`config.mk`:
```
export PLATFORM = sky130hd
export DESIGN_NAME = irq_vector_fetch
export DESIGN_NICKNAME = d
export VERILOG_FILES = /design/src/rtl/ivf_pkg.sv /design/src/rtl/ivf_base_reg.sv /design/src/rtl/ivf_fetch_fsm.sv /design/src/rtl/irq_vector_fetch.sv
export SDC_FILE = /design/constraint.sdc
export NUM_CORES = 1
export LEC_CHECK = 0
export BUFFER_PORTS_ARGS = -buffer_cell sky130_fd_sc_hd__buf_2
export CAP_MARGIN = 10
export CELL_PAD_IN_SITES_DETAIL_PLACEMENT = 1
export CELL_PAD_IN_SITES_GLOBAL_PLACEMENT = 2
export CORE_ASPECT_RATIO = 0.7
export CORE_UTILIZATION = 25
export DETAILED_ROUTE_END_ITERATION = 10
export HOLD_SLACK_MARGIN = 0.02
export PLACE_DENSITY_LB_ADDON = 0.1
export SLEW_MARGIN = 20
export SYNTH_ARGS = -nofsm -noshare
export SYNTH_HDL_FRONTEND = slang
export SYNTH_SLANG_ARGS = --single-unit
```
`constraint.sdc`:
```
create_clock -name clk_i -period 5 [get_ports clk_i]
set_clock_uncertainty 0.05 [all_clocks]
set_input_delay 0.5 -clock clk_i [delete_from_list [all_inputs] [get_ports clk_i]]
set_output_delay 0.5 -clock clk_i [all_outputs]
set_load 0.05 [all_outputs]
```
`src/rtl/ivf_pkg.sv`:
```
package ivf_pkg;
  typedef enum logic [1:0] {
    ST_IDLE = 2'd0,
    ST_READ = 2'd1,
    ST_DONE = 2'd2
  } fetch_st_e;
endpackage

```
`src/rtl/ivf_base_reg.sv`:
```
module ivf_base_reg #(
  parameter int unsigned ADDR_W     = 32,
  parameter int unsigned ALIGN_BITS = 7,
  parameter logic [ADDR_W-1:0] RESET_BASE = '0
) (
  input  logic              clk_i,
  input  logic              rst_ni,
  input  logic              wr_i,
  input  logic [ADDR_W-1:0] wdata_i,
  input  logic              priv_i,
  output logic [ADDR_W-1:0] base_o,
  output logic              fault_o
);
  localparam logic [ADDR_W-1:0] LOW_MASK = ADDR_W'((64'd1 << ALIGN_BITS) - 64'd1);

  function automatic logic [ADDR_W-1:0] align_base(input logic [ADDR_W-1:0] w);
    return w & ~LOW_MASK;
  endfunction

  logic wr_ok_w, wr_bad_w;
  assign wr_ok_w  = wr_i & priv_i;
  assign wr_bad_w = wr_i & ~priv_i;

  logic [ADDR_W-1:0] base_q;
  logic              fault_q;

  always_ff @(posedge clk_i or negedge rst_ni) begin
    if (!rst_ni) begin
      base_q  <= align_base(RESET_BASE);
      fault_q <= 1'b0;
    end else begin
      fault_q <= wr_bad_w;
      if (wr_ok_w) base_q <= align_base(wdata_i);
    end
  end

  assign base_o  = base_q;
  assign fault_o = fault_q;

  a_r6_drop_unpriv: assert property (@(posedge clk_i) disable iff (!rst_ni)
    wr_bad_w |=> $stable(base_o) && fault_o);
  a_r6_fault_cause: assert property (@(posedge clk_i) disable iff (!rst_ni)
    !wr_bad_w |=> !fault_o);
  a_r5_write_only_priv: assert property (@(posedge clk_i) disable iff (!rst_ni)
    !wr_ok_w |=> $stable(base_o));
endmodule

```
`src/rtl/ivf_fetch_fsm.sv`:
```
module ivf_fetch_fsm
  import ivf_pkg::*;
#(
  parameter int unsigned ADDR_W = 32,
  parameter int unsigned EXC_W  = 9
) (
  input  logic              clk_i,
  input  logic              rst_ni,
  input  logic              exc_valid_i,
  input  logic [EXC_W-1:0]  exc_num_i,
  output logic              exc_ready_o,
  input  logic [ADDR_W-1:0] base_i,
  output logic              mem_req_o,
  output logic [ADDR_W-1:0] mem_addr_o,
  input  logic              mem_rvalid_i,
  input  logic [ADDR_W-1:0] mem_rdata_i,
  output logic              pc_valid_o,
  output logic [ADDR_W-1:0] pc_o,
  input  logic              pc_ready_i,
  output logic              accept_o,
  output logic              resp_o
);
  localparam int unsigned ENTRY_SHIFT = 2;

  function automatic logic [ADDR_W-1:0] entry_addr(input logic [ADDR_W-1:0] base,
                                                   input logic [EXC_W-1:0]  num);
    return base + (ADDR_W'(num) << ENTRY_SHIFT);
  endfunction

  fetch_st_e         st_q, st_d;
  logic [ADDR_W-1:0] addr_q, pc_q;

  assign accept_o = (st_q == ST_IDLE) && exc_valid_i;
  assign resp_o   = (st_q == ST_READ) && mem_rvalid_i;

  always_comb begin
    st_d = st_q;
    unique case (st_q)
      ST_IDLE: if (exc_valid_i)  st_d = ST_READ;
      ST_READ: if (mem_rvalid_i) st_d = ST_DONE;
      ST_DONE: if (pc_ready_i)   st_d = ST_IDLE;
      default: st_d = ST_IDLE;
    endcase
  end

  always_ff @(posedge clk_i or negedge rst_ni) begin
    if (!rst_ni) begin
      st_q   <= ST_IDLE;
      addr_q <= '0;
      pc_q   <= '0;
    end else begin
      st_q <= st_d;
      if (accept_o) addr_q <= entry_addr(base_i, exc_num_i);
      if (resp_o)   pc_q   <= mem_rdata_i;
    end
  end

  assign exc_ready_o = (st_q == ST_IDLE);
  assign mem_req_o   = (st_q == ST_READ);
  assign mem_addr_o  = addr_q;
  assign pc_valid_o  = (st_q == ST_DONE);
  assign pc_o        = pc_q;

  a_r7_one_phase: assert property (@(posedge clk_i) disable iff (!rst_ni)
    $onehot({exc_ready_o, mem_req_o, pc_valid_o}));
  a_r7_accept_starts_read: assert property (@(posedge clk_i) disable iff (!rst_ni)
    accept_o |=> mem_req_o);
  a_r9_req_hold: assert property (@(posedge clk_i) disable iff (!rst_ni)
    mem_req_o && !mem_rvalid_i |=> mem_req_o && $stable(mem_addr_o));
  a_r4_pc_hold: assert property (@(posedge clk_i) disable iff (!rst_ni)
    pc_valid_o && !pc_ready_i |=> pc_valid_o && $stable(pc_o));
  a_r4_pc_release: assert property (@(posedge clk_i) disable iff (!rst_ni)
    pc_valid_o && pc_ready_i |=> !pc_valid_o);
  a_r4_pc_from_mem: assert property (@(posedge clk_i) disable iff (!rst_ni)
    resp_o |=> pc_o == $past(mem_rdata_i));
endmodule

```
`src/rtl/irq_vector_fetch.sv`:
```
module irq_vector_fetch #(
  parameter int unsigned ADDR_W     = 32,
  parameter int unsigned EXC_W      = 9,
  parameter int unsigned ALIGN_BITS = 7,
  parameter logic [ADDR_W-1:0] RESET_BASE = '0
) (
  input  logic              clk_i,
  input  logic              rst_ni,
  input  logic              exc_valid_i,
  input  logic [EXC_W-1:0]  exc_num_i,
  output logic              exc_ready_o,
  input  logic              base_wr_i,
  input  logic [ADDR_W-1:0] base_wdata_i,
  input  logic              priv_i,
  output logic [ADDR_W-1:0] base_o,
  output logic              wr_fault_o,
  output logic              mem_req_o,
  output logic [ADDR_W-1:0] mem_addr_o,
  input  logic              mem_rvalid_i,
  input  logic [ADDR_W-1:0] mem_rdata_i,
  output logic              pc_valid_o,
  output logic [ADDR_W-1:0] pc_o,
  input  logic              pc_ready_i
);
  logic [ADDR_W-1:0] base_w;
  logic              accept_w, resp_w;

  ivf_base_reg #(
    .ADDR_W(ADDR_W), .ALIGN_BITS(ALIGN_BITS), .RESET_BASE(RESET_BASE)
  ) base_i (
    .clk_i(clk_i), .rst_ni(rst_ni), .wr_i(base_wr_i), .wdata_i(base_wdata_i),
    .priv_i(priv_i), .base_o(base_w), .fault_o(wr_fault_o)
  );

  ivf_fetch_fsm #(.ADDR_W(ADDR_W), .EXC_W(EXC_W)) fetch_i (
    .clk_i(clk_i), .rst_ni(rst_ni),
    .exc_valid_i(exc_valid_i), .exc_num_i(exc_num_i), .exc_ready_o(exc_ready_o),
    .base_i(base_w),
    .mem_req_o(mem_req_o), .mem_addr_o(mem_addr_o),
    .mem_rvalid_i(mem_rvalid_i), .mem_rdata_i(mem_rdata_i),
    .pc_valid_o(pc_valid_o), .pc_o(pc_o), .pc_ready_i(pc_ready_i),
    .accept_o(accept_w), .resp_o(resp_w)
  );

  assign base_o = base_w;

  a_r8_addr_fixed_in_fetch: assert property (@(posedge clk_i) disable iff (!rst_ni)
    mem_req_o && !resp_w |=> $stable(mem_addr_o));
  a_r5_base_aligned: assert property (@(posedge clk_i) disable iff (!rst_ni)
    base_wr_i && priv_i |=> base_o[ALIGN_BITS-1:0] == '0);
  a_r7_busy_no_accept: assert property (@(posedge clk_i) disable iff (!rst_ni)
    !exc_ready_o |-> !accept_w);
endmodule

```
==> results.toml <==
[finish]
antennaDiodeCount = 0
stdcell_count = 700
multiInputGateArea_mm2 = 0.00159
area_delta_synth_final_pct = 32.5
drive_gt1_share_pct = 48.2
final_area_mm2 = 0.00527
final_cell_mix = "buf_2 (162), dfrtp_1 (90), mux2_2 (57)"
fin_nets = 580
nFillCells = 1765
final-seq-area_mm2 = 0.00225
layout_commonest_cell = "buf_2"

[clocking]
cts_hold_buf = 0
post_cts_buffers = 0
cts.path.max_buffers = 2
path_clk_slew_ns = 0.06
cts.htree.levels = 3
clk_latency_ns = 0.34
cts.sinks = 90
cts_root_buf = "clkbuf_16"
cts_resized = 0
cts_tree = "done"
cts_buffers = 9

[setup_path]
cp_max_fo = 12
cp.arrival_ns = 2.86
critPathCaptureType = "flip-flop"
path_class = "reg2reg"
worstPathRequired_ns = 5.21
start_kind = "flip-flop"

[min_path]
hold_class = "in2async"

[floorplanning]
rows = 38
core_mm2 = 0.0155
io_pins = 180
die_area_mm2 = 0.0164
die_h_um = 108
initial_core_util_pct = 25.7
die_x_um = 153

[yosys]
syn_inst = 334
ys_seq_area_share_pct = 56.6
ys_ff_latch = 90
synth_area_per_cell_um2 = 11.9
syn_area_mm2 = 0.00398
synth_cell_types = 37
ys_warn_count = 0

[sta]
finalSetupViolations = 0
layout_setup_ws_ns = 2.36
worstMarginPinSlew_ns = 0.884
rsz0062_at_grt = "no"
max_freq_mhz = 379
finalCriticalPeriod_ns = 2.64
hold_violations = 0
period_share_pct = 52.8
slew_headroom_pct = 41.0
fin_tns_setup_ns = 0
maxSlewViolCount = 0

[global_routing]
grt_pass1_wl_um = 17500
overflow = 0
antenna_found_initial = 0
grt_pass1_vias = 3217
grtUsageTotal_pct = 13.8
grt_max_degree = 53

[placed_design]
portBuffers = 163
gp_congestion = 0.671
post-place-ws_ns = 2.07
dp.cells = 684
hpwlAfterDp_um = 7900
place_area_mm2 = 0.00496

[power]
vdd.ir_drop.worst_v = 0.000205
pwr-share-comb_pct = 49.7
power_leakage_uw = 0.00248
switching_share_pct = 49.8
switchingPower_uw = 1850
power.internal_uw = 1870
clock_power_share_pct = 18.7
p_seq_share_pct = 31.7
powerDensity_mw_per_mm2 = 707

[detailed_routing]
antenna_left = 0
drc = 8
vias = 3105
vias_per_cell = 4.44
dr.pass1.iters = 9
wl_per_cell_um = 15.5
drt-total-wl_um = 10800
dr.first_iter.drc_count = 85

[run_status]
run_status = "finished, violations left"
violations = "DRC"

[run]
maxCapViolations = 0
[worst max-delay path, stage by stage (launching register included)]
cell and delay, ns:
dfrtp_1 0.40, ha_1 0.26, fa_1 0.45, and3_1 0.25, o2111ai_1 0.74, o21ai_0 0.22, a31oi_1 0.19
[synthesized netlist by cell type]
cell type	number	area (um^2)
nand3_4	1	17.5
or3_1	9	56.3
ha_1	4	50.1
or4_1	7	52.6
and2_1	1	6.26
and4_1	4	35.0
fa_1	1	20.0
a21oi_1	4	20.0
o31ai_1	6	45.0
nor2b_1	2	12.5
conb_1	1	3.75
clkbuf_1	9	33.8
nand2b_1	1	6.26
and3_1	1	6.26
nand4_1	4	25.0
dfrtp_1	90	2250
buf_1	3	11.3
buf_4	9	67.6
o2111ai_1	2	17.5
inv_1	5	18.8
o211ai_1	2	15.0
nor2_1	17	63.8
nand3_1	6	30.0
clkbuf_2	1	5.00
xor2_1	3	26.3
mux2i_1	1	10.0
buf_2	2	10.0
buf_6	2	22.5
a21boi_0	1	7.51
a31oi_1	15	93.8
nand2_1	38	143
a211o_1	1	8.76
a21o_1	2	15.0
xnor2_1	4	35.0
mux2_2	57	642
o21ai_0	17	85.1
o21a_1	1	7.51
[registers in the layout, indices dropped and copies added, names as in the netlist]
signal and cells:
fetch_i.mem_addr_o 30, fetch_i.pc_o 32, fetch_i.st_q 2, base_i.base_o 25, base_i.fault_o 1
[power by group through the flow]
| stage | logic (uW) | registers (uW) | clock network [uW] |
|---|---|---|---|
| after floorplan | 413 | 2180 | 0 |
| after global placement | 1860 | 1180 | 0 |
| after detailed placement | 1870 | 1200 | 0 |
| after CTS | 1870 | 1190 | 725 |
| after global routing | 1960 | 1230 | 746 |
| final | 1850 | 1180 | 695 |
[cells by family after synthesis]
logic type	Yosys count	synth area share, %
simple gates	91	11.4
flops	90	56.6
mux	58	16.4
compound gates	51	7.93
buf+inv	31	4.25
xor+xnor	7	1.54
fa+ha+maj	5	1.76
other cells	1	0.0943
[routing by layer]
layer | global-route usage (%) | share of wire [%] | up-vias
met2 | 21.4 | 45 | 82
met5 | 0 | 0 | -
met3 | 4.23 | 5.5 | 9
li1 | - | - | 1489
met4 | 4.11 | 1.0 | 0
met1 | 18.6 | 48 | 1525
[area by class of cell]
| type | count | area share, % |
|---|---|---|
| inverter | 5 | 0.356 |
| clock inverter | 4 | 0.950 |
| sequential | 90 | 42.7 |
| multi-input combinational | 221 | 30.1 |
| clock buffer | 12 | 4.87 |
| tap | 200 | 4.75 |
| timing repair buffer | 168 | 16.2 |
[through the flow]
stage	total power [uW]	util, %	hold slack [ns]
2_1_floorplan	2590	-	0.154
3_3_place_gp	3040	32.0	0.407
3_5_place_dp	3070	32.0	0.413
4_1_cts	3790	34.0	0.0907
5_1_grt	3930	34.0	0.114
6_report	3720	34.0	0.0701
[worst paths after layout]
| kind | cells after the start | slack (ns) | to | start |
|---|---|---|---|---|
| worst max-delay path | 6 | 2.36 | fetch_i.mem_addr_o[25] | base_i.base_o[7] |
| worst min-delay path | 1 | 0.07 | fetch_i.pc_o[17] | rst_ni |
| worst max register to register | 6 | 2.36 | fetch_i.mem_addr_o[25] | base_i.base_o[7] |
| worst min register to register | 2 | 0.42 | fetch_i.mem_addr_o[7] | fetch_i.mem_addr_o[7] |
| max in group asynchronous | 2 | 3.72 | fetch_i.mem_addr_o[15] | rst_ni |
| min in group clk_i | 2 | 0.27 | base_i.fault_o | priv_i |
Note: power is estimated with default switching activity, not from simulation.
